<file path="config.mk">
export PLATFORM = sky130hd
export DESIGN_NAME = decade_divider
export DESIGN_NICKNAME = d
export VERILOG_FILES = /design/src/rtl/decade_divider_pkg.sv /design/src/rtl/dd_reset_sync.sv /design/src/rtl/dd_decade_stage.sv /design/src/rtl/dd_fast_path.sv /design/src/rtl/dd_slow_path.sv /design/src/rtl/decade_divider.sv
export SDC_FILE = /design/constraint.sdc
export NUM_CORES = 1
export LEC_CHECK = 0
export ABC_CLOCK_PERIOD_IN_PS = 2200
export CAP_MARGIN = 20
export CORE_ASPECT_RATIO = 1.2
export CORE_MARGIN = 4
export CORE_UTILIZATION = 44
export CTS_CLUSTER_SIZE = 8
export DETAILED_ROUTE_END_ITERATION = 12
export SLEW_MARGIN = 20
export SYNTH_ARGS = -nofsm -noshare
export SYNTH_HDL_FRONTEND = slang
export SYNTH_HIERARCHICAL = 1
export SYNTH_SLANG_ARGS = --single-unit
</file>
<file path="constraint.sdc">
create_clock -name clk -period 2.2 [get_ports clk]
set_input_delay 0.44 -clock clk [delete_from_list [all_inputs] [get_ports clk]]
set_output_delay 0.44 -clock clk [all_outputs]
set_load 0.03 [all_outputs]
</file>
<file path="src/rtl/decade_divider_pkg.sv">
package decade_divider_pkg;
  localparam int DIV_RATIO = 10;
  localparam int DIV_HALF  = DIV_RATIO / 2;
  localparam int DIV_CW    = $clog2(DIV_RATIO);
endpackage

</file>
<file path="src/rtl/dd_reset_sync.sv">
module dd_reset_sync (
  input  logic clk,
  input  logic rst_n,
  output logic rst_no
);
  logic meta_q, sync_q;

  always_ff @(posedge clk or negedge rst_n) begin
    if (!rst_n) begin
      meta_q <= 1'b0;
      sync_q <= 1'b0;
    end else begin
      meta_q <= 1'b1;
      sync_q <= meta_q;
    end
  end

  assign rst_no = sync_q;
endmodule

</file>
<file path="src/rtl/dd_decade_stage.sv">
module dd_decade_stage
  import decade_divider_pkg::*;
(
  input  logic clk,
  input  logic rst_ni,
  input  logic en,
  output logic hi,
  output logic term
);
  localparam logic [DIV_CW-1:0] LAST = DIV_CW'(DIV_RATIO - 1);
  localparam logic [DIV_CW-1:0] HALF = DIV_CW'(DIV_HALF);

  logic [DIV_CW-1:0] cnt_q, cnt_d;

  always_comb begin
    cnt_d = cnt_q;
    if (en) begin
      if (cnt_q == LAST) cnt_d = '0;
      else               cnt_d = cnt_q + 1'b1;
    end
  end

  always_ff @(posedge clk or negedge rst_ni) begin
    if (!rst_ni) cnt_q <= '0;
    else         cnt_q <= cnt_d;
  end

  assign hi   = (cnt_q < HALF);
  assign term = (cnt_q == LAST);

  // the counter wraps to zero after its last state
  a_r5_stage_wrap: assert property (@(posedge clk) disable iff (!rst_ni)
    (en && cnt_q == LAST) |=> (cnt_q == '0));
endmodule

</file>
<file path="src/rtl/dd_fast_path.sv">
module dd_fast_path
  import decade_divider_pkg::*;
(
  input  logic              clk,
  input  logic              rst_ni,
  output logic [DIV_CW-1:0] phase,
  output logic              tick,
  output logic              ph0,
  output logic              o_f5,
  output logic              o_f1
);
  localparam logic [DIV_CW-1:0] LAST = DIV_CW'(DIV_RATIO - 1);
  localparam logic [DIV_CW-1:0] HALF = DIV_CW'(DIV_HALF);

  logic [DIV_CW-1:0] pre_q, pre_d;
  logic tog_q, tog_d;
  logic f5a_q, f5a_d, f5b_q;
  logic f1a_q, f1a_d, f1b_q;

  always_comb begin
    pre_d = (pre_q == LAST) ? '0 : pre_q + 1'b1;
    tog_d = ~tog_q;
    f5a_d = ~tog_q;
    f1a_d = (pre_q < HALF);
  end

  always_ff @(posedge clk or negedge rst_ni) begin
    if (!rst_ni) begin
      pre_q <= '0;
      tog_q <= 1'b0;
      f5a_q <= 1'b0;
      f5b_q <= 1'b0;
      f1a_q <= 1'b0;
      f1b_q <= 1'b0;
    end else begin
      pre_q <= pre_d;
      tog_q <= tog_d;
      f5a_q <= f5a_d;
      f5b_q <= f5a_q;
      f1a_q <= f1a_d;
      f1b_q <= f1a_q;
    end
  end

  assign phase = pre_q;
  assign tick  = (pre_q == LAST);
  assign ph0   = (pre_q == '0);
  assign o_f5  = f5b_q;
  assign o_f1  = f1b_q;

  // half-rate high only on even phases
  a_r3_f5_even: assert property (@(posedge clk) disable iff (!rst_ni)
    o_f5 |-> (pre_q[0] == 1'b0));
  // tenth-rate rises two cycles into the prescaler period
  a_r7_f1_phase: assert property (@(posedge clk) disable iff (!rst_ni)
    $rose(o_f1) |-> (pre_q == DIV_CW'(2)));
endmodule

</file>
<file path="src/rtl/dd_slow_path.sv">
module dd_slow_path
  import decade_divider_pkg::*;
#(
  parameter int NUM_DEC = 6,
  parameter int SEL_W   = 3
) (
  input  logic              clk,
  input  logic              rst_ni,
  input  logic              tick,
  input  logic              ph0,
  input  logic [DIV_CW-1:0] phase,
  input  logic [SEL_W-1:0]  dec_sel,
  output logic              o_dec
);
  logic [NUM_DEC:0]   en;
  logic [NUM_DEC-1:0] stage_hi, stage_term;
  logic               boundary;
  logic               armed_q;
  logic [SEL_W-1:0]   sel_q, sel_d, idx;
  logic               raw;
  logic               mid_q, mid_d, out_q;

  assign en[0] = tick;

  for (genvar k = 0; k < NUM_DEC; k++) begin : g_stage
    dd_decade_stage u_stage (
      .clk   (clk),
      .rst_ni(rst_ni),
      .en    (en[k]),
      .hi    (stage_hi[k]),
      .term  (stage_term[k])
    );
    assign en[k+1] = en[k] & stage_term[k];
  end

  assign boundary = en[NUM_DEC];

  always_comb begin
    sel_d = sel_q;
    if (!armed_q || boundary) sel_d = dec_sel;
    idx = armed_q ? sel_q : dec_sel;
    raw = 1'b0;
    for (int k = 0; k < NUM_DEC; k++) begin
      if (int'(idx) == k) raw = stage_hi[k];
    end
    mid_d = ph0 ? raw : mid_q;
  end

  always_ff @(posedge clk or negedge rst_ni) begin
    if (!rst_ni) begin
      armed_q <= 1'b0;
      sel_q   <= '0;
      mid_q   <= 1'b0;
      out_q   <= 1'b0;
    end else begin
      armed_q <= 1'b1;
      sel_q   <= sel_d;
      mid_q   <= mid_d;
      out_q   <= mid_q;
    end
  end

  assign o_dec = out_q;

  // the adopted code only moves at a slowest-decade boundary
  a_r8_sel_hold: assert property (@(posedge clk) disable iff (!rst_ni)
    (armed_q && !boundary) |=> $stable(sel_q));
  // decade edges sit on the shared edge grid
  a_r7_dec_phase: assert property (@(posedge clk) disable iff (!rst_ni)
    $rose(o_dec) |-> (phase == DIV_CW'(2)));
endmodule

</file>
<file path="src/rtl/decade_divider.sv">
module decade_divider
  import decade_divider_pkg::*;
#(
  parameter int NUM_DEC = 6,
  parameter int SEL_W   = 3
) (
  input  logic             clk,
  input  logic             rst_n,
  input  logic [SEL_W-1:0] dec_sel,
  output logic             o_f10,
  output logic             o_f5,
  output logic             o_f1,
  output logic             o_dec
);
  logic              rst_i;
  logic [DIV_CW-1:0] phase;
  logic              tick, ph0;

  dd_reset_sync u_rst (
    .clk   (clk),
    .rst_n (rst_n),
    .rst_no(rst_i)
  );

  dd_fast_path u_fast (
    .clk   (clk),
    .rst_ni(rst_i),
    .phase (phase),
    .tick  (tick),
    .ph0   (ph0),
    .o_f5  (o_f5),
    .o_f1  (o_f1)
  );

  dd_slow_path #(.NUM_DEC(NUM_DEC), .SEL_W(SEL_W)) u_slow (
    .clk    (clk),
    .rst_ni (rst_i),
    .tick   (tick),
    .ph0    (ph0),
    .phase  (phase),
    .dec_sel(dec_sel),
    .o_dec  (o_dec)
  );

  assign o_f10 = clk;

  // a tenth-rate rise always meets a half-rate high
  a_r7_f1_on_f5: assert property (@(posedge clk) disable iff (!rst_n)
    $rose(o_f1) |-> o_f5);
  // divided outputs stay low during reset
  a_r1_reset_low: assert property (@(posedge clk)
    !rst_n |-> (!o_f5 && !o_f1 && !o_dec));
endmodule

</file>
Word level (Yosys, flattened, before mapping)

Index checks and enable logic that the tools add are counted.
W data, S select, Z words.

Logic and storage cells: 68
Output and inout bits: 4
Bits of input ports: 5
Register bits after elaboration: 40

Magnitude comparators: 7
Muxes and demuxes: 14
Bitwise operators: 7
Add/subtract/negate cells: 7
Reduce and logical (&&, ||, !) cells: 4
Equality and inequality tests: 12

Operator list:

| cell                  | number |
|---|---|
| $add A4 B1 Y4 const B | 7 |
| $eq A4 B4 Y1 const B  | 7 |
| $lt A4 B3 Y1 const B  | 7 |
| $mux W4               | 7 |
| $eq A3 B3 Y1 const B  | 4 |
| $and A1 B1 Y1         | 6 |
| $mux W1               | 6 |
| $logic_not A4 Y1      | 1 |
| $eq A3 B2 Y1 const B  | 1 |
| $logic_not A3 Y1      | 1 |
| $mux W3               | 1 |
| $logic_not A1 Y1      | 1 |
| $logic_or A1 B1 Y1    | 1 |
| $not A1 Y1            | 1 |

Logic depth before layout (Yosys ltp)

Word-level depth: 8
Depth in mapped cells: 7
Gate-level depth less buffers: 7

By module

Netlist, hierarchy kept.

Modules (own cells, without submodules):

| module          | seq. area each (um2) | area an instance (um2) | times used | cells each |
|---|---|---|---|---|
| dd_decade_stage | 100.1                | 202.7                  | 6          | 19 |
| dd_slow_path    | 150.1                | 320.3                  | 1          | 25 |
| dd_fast_path    | 200.2                | 295.3                  | 1          | 24 |
| dd_reset_sync   | 50.0                 | 53.8                   | 1          | 3 |
| decade_divider  | 0.0                  | 7.5                    | 1          | 1 |

==> impl_summary.txt <==
----------------------------------------------------
[Outcome]
  Outcome ... complete, no violations

[Worst setup path]
  Crit Path Category ... clock port to output port
  Worst Path Required ... around 1.8 ns
  Max FO, Critical Path ... 2
  Crit path capture type ... output port
  Most frequent CP cell ... clkbuf_8
  Chain of cells forming the critical path ... clkbuf_8 > clkbuf_8 > dlygate4sd2_1
  Slowest cell on the critical path ... dlygate4sd2_1
  Critical Path Source Type ... clock port
  Max incr delay on CP ... between 0.3 and 0.4 ns
  Crit path DAT ... ~1.7 ns

[Place]
  Final RePlAce weighted congestion ... between 0.7 and 0.8
  Count of input and output buffers ... 8
  Post-DP HPWL ... approximately 2.2 mm

[Clocking]
  Worst skew pair latency ... approximately 0.39 ns
  Clock-pin slew of the registers on the worst-case setup and hold paths ... about 0.07 ns
  TritonCTS clock tree ... built
  Post-CTS Repair Setup Buffers ... 0

[Pwr]
  Relative contribution of sequential cells to total power ... 0.500
  Cell Pwr Density ... a little under 700 nW/um2
  Internal Power ... roughly 0.0012 W
  P_leak ... 1.138 nW
  Relative contribution of combinational cells to total power ... 0.037
  Fraction of power consumed by the clock network ... 0.463
  Total power ... roughly 0.0015 W
  Net load switching power ... roughly 0.00035 W
  Net Sw Frac ... 0.2321
  VDD IR max ... between 0.4 and 0.5 mV

[STA]
  Unrepaired setup endpoints after global routing ... no
  Final hold violation count ... 0
  Setup tns final ... 0 ns
  Slew Limit Fails ... 0
  Worst clock skew ... 0.006771 ns
  Setup violation total in the final timing report ... 0

[Global route]
  Number of global-route vias before repair ... between 1000 and 1500
  Antenna violations before repair ... 0
  Aggregate global routing overflow ... 0
  Wire length of the first global-routing pass ... roughly 5.6 mm
  Gr usage total ... 0.1412
  Maximum number of pins on one net before global-route repair ... 39

[Synth]
  Share of the yosys chip area belonging to registers ... 0.5288
  Biggest area contributors in the synthesized netlist ... dfrtp_1, xnor2_1, and4b_1, nor3_2, o21ai_1
  Ys async rst share ... 1.000
  Post-Syn Nets ... roughly 170
  Area of the mapped netlist ... ~1900 um2
  Share of the synthesized area in the top cell type ... 0.5288
  Average cell area after synthesis ... 11.34 um2
  Flip-flop and latch count after synthesis ... 40
  Number of library cell types mapped by synthesis ... 34
  EDFF count, synth ... 0
  Cell with the most instances after synthesis ... dfrtp_1
  Total of warnings raised by yosys ... 6
  Number of instances in the synthesized netlist ... between 150 and 200
  Library cell occupying the most area in the post-synthesis netlist ... dfrtp_1
  Main synth FF type ... dfrtp_1
  Most common library cells after synthesis ... dfrtp_1, nand2_1, o21ai_1

[Drt]
  DR pass1 iterations ... 4
  Total Routed Length ... about 3.2 mm
  Mean routed wirelength per cell ... 13.02 um
  Post-route antenna net violation count ... 0
  Remaining routing DRC violations ... 0
  Count of vias placed by the detailed router ... approximately 1200
  Vias per inst ... 5.074
  Iter 0 DRT Violations ... 54

[Die]
  IO Pins ... 9
  Row count ... 25
  Die W ... ~68 um
  Starting density of the core ... 0.4691
  Vertical die dimension ... around 80 um
  Core outline area ... 4035 um2
  Floorplan die area ... 5420 um2

[Run]
  Max-capacitance violation count ... 0

[Cells and area]
  Nets ... between 150 and 200
  Number of antenna repair diodes ... 0
  Layout cell share with drive strength beyond 1 ... 0.1862
  Final-layout fill cell count ... ~350
  Area Overhead vs Synth ... 15.73%

[Worst hold path]
  Tightest Hold Check Type ... input pin to async pin

----------------------------------------------------
[what timing repair did]
item	CTS	global route
setup endpoints to repair	1	0
hold buffers	0	0
resized for setup	1	0
[cells by family after synthesis]
logic type	synth area share
buffers and inverters	0.01454
muxes	0.05882
and+or+nand+nor	0.2274
AOI/OAI and AO/OA	0.1064
other	0.003967
xor gates and xnor gates	0.06015
DFF	0.5288
[placed cells by master, fill, tap and decap left out, types with 2 or more instances in the layout]
cell type	Yosys	final
xnor2_1	7	7
clkdlybuf4s50_1	0	7
clkinv_2	0	2
and2_1	2	2
nor3_2	6	6
and4b_1	6	6
nand2_1	13	13
o21ai_1	12	12
and3b_1	6	6
mux2_2	3	3
nor2b_2	6	6
buf_4	1	4
dfrtp_1	40	40
mux2i_1	4	4
nand3_1	6	6
nor2_1	8	8
a21o_1	6	6
nor2b_1	6	6
clkbuf_8	0	9
o21ai_0	2	2
inv_1	3	3
nor4_1	2	2
o21a_1	7	7
and3_1	2	2
conb_1	2	2
xor2_1	6	6
[stage by stage]
| step | hold slack [ns] | cell area (um2) | std cells | setup slack, ns | utilization |
|---|---|---|---|---|---|
| global placement | 0.3023 | 2058 | 231 | 0.09584 | 0.5101 |
| CTS | 0.1937 | 2191 | 242 | 0.08291 | 0.5429 |
| detailed placement | 0.3147 | 2058 | 231 | 0.09584 | 0.5101 |
| global route | 0.1975 | 2191 | 242 | 0.07198 | 0.5429 |
| floorplan | 0.1444 | 1893 | 167 | 0.009700 | - |
| finish | 0.2095 | 2191 | 242 | 0.09139 | 0.5429 |
[worst max-delay path: cells and delay by family]
family,cells,cell delay [ns]
buf+inv,3,0.57
[worst paths after layout]
kind	cells past startpoint	from	slack, ns	end
setup / recovery	3	clk	0.09	o_f10
hold / removal	1	rst_n	0.21	u_rst/meta_q
setup reg to reg	8	u_fast/phase[3]	0.26	u_slow/g_stage[4].u_stage/cnt_q[3]
hold reg to reg	1	u_rst/rst_no	0.30	u_slow/g_stage[3].u_stage/cnt_q[1]
max in group asynchronous	1	u_rst/rst_no	1.57	u_slow/armed_q
min in group clk	0	u_fast/f1a_q	0.35	u_fast/o_f1
[power groups by stage]
stage               logic (W)  registers (W)  clock network [W]
floorplan           0.0000211       0.000781          0.0000681
global placement    0.0000564       0.000768          0.0000757
detailed placement  0.0000575       0.000768          0.0000757
CTS                 0.0000575       0.000754           0.000724
global route        0.0000627       0.000755           0.000767
finish              0.0000555       0.000754           0.000697
[area by class of cell]
class	count	area (um2)	share of cell area
sequential	40	1001	0.4569
multi-input combinational	121	864.6	0.3946
clock buffer	10	132.6	0.06054
timing repair buffer	11	100.1	0.04569
tap	54	67.56	0.03084
inverter	4	15.01	0.006853
clock inverter	2	10.01	0.004569
[per-layer routing]
metal  part of all wire  global-route usage  vias to the layer above
met3              0.030             0.04225                        5
li1                   -                   -                      620
met4              0.022             0.09145                        0
met2               0.47              0.2113                       13
met1               0.47              0.1731                      590
met5                  0                   0                        -
[sequential cells by signal, indices dropped and copies added, names as in the netlist]
register and flops:
u_rst/meta_q 1, u_slow/g_stage.u_stage/cnt_q 24, u_slow/sel_q 3, u_slow/mid_q 1, u_slow/o_dec 1, u_fast/o_f1 1
u_slow/armed_q 1, u_fast/f5a_q 1, u_fast/f1a_q 1, u_fast/phase 4, u_rst/rst_no 1, u_fast/o_f5 1
(Power assumes the default switching activity.)
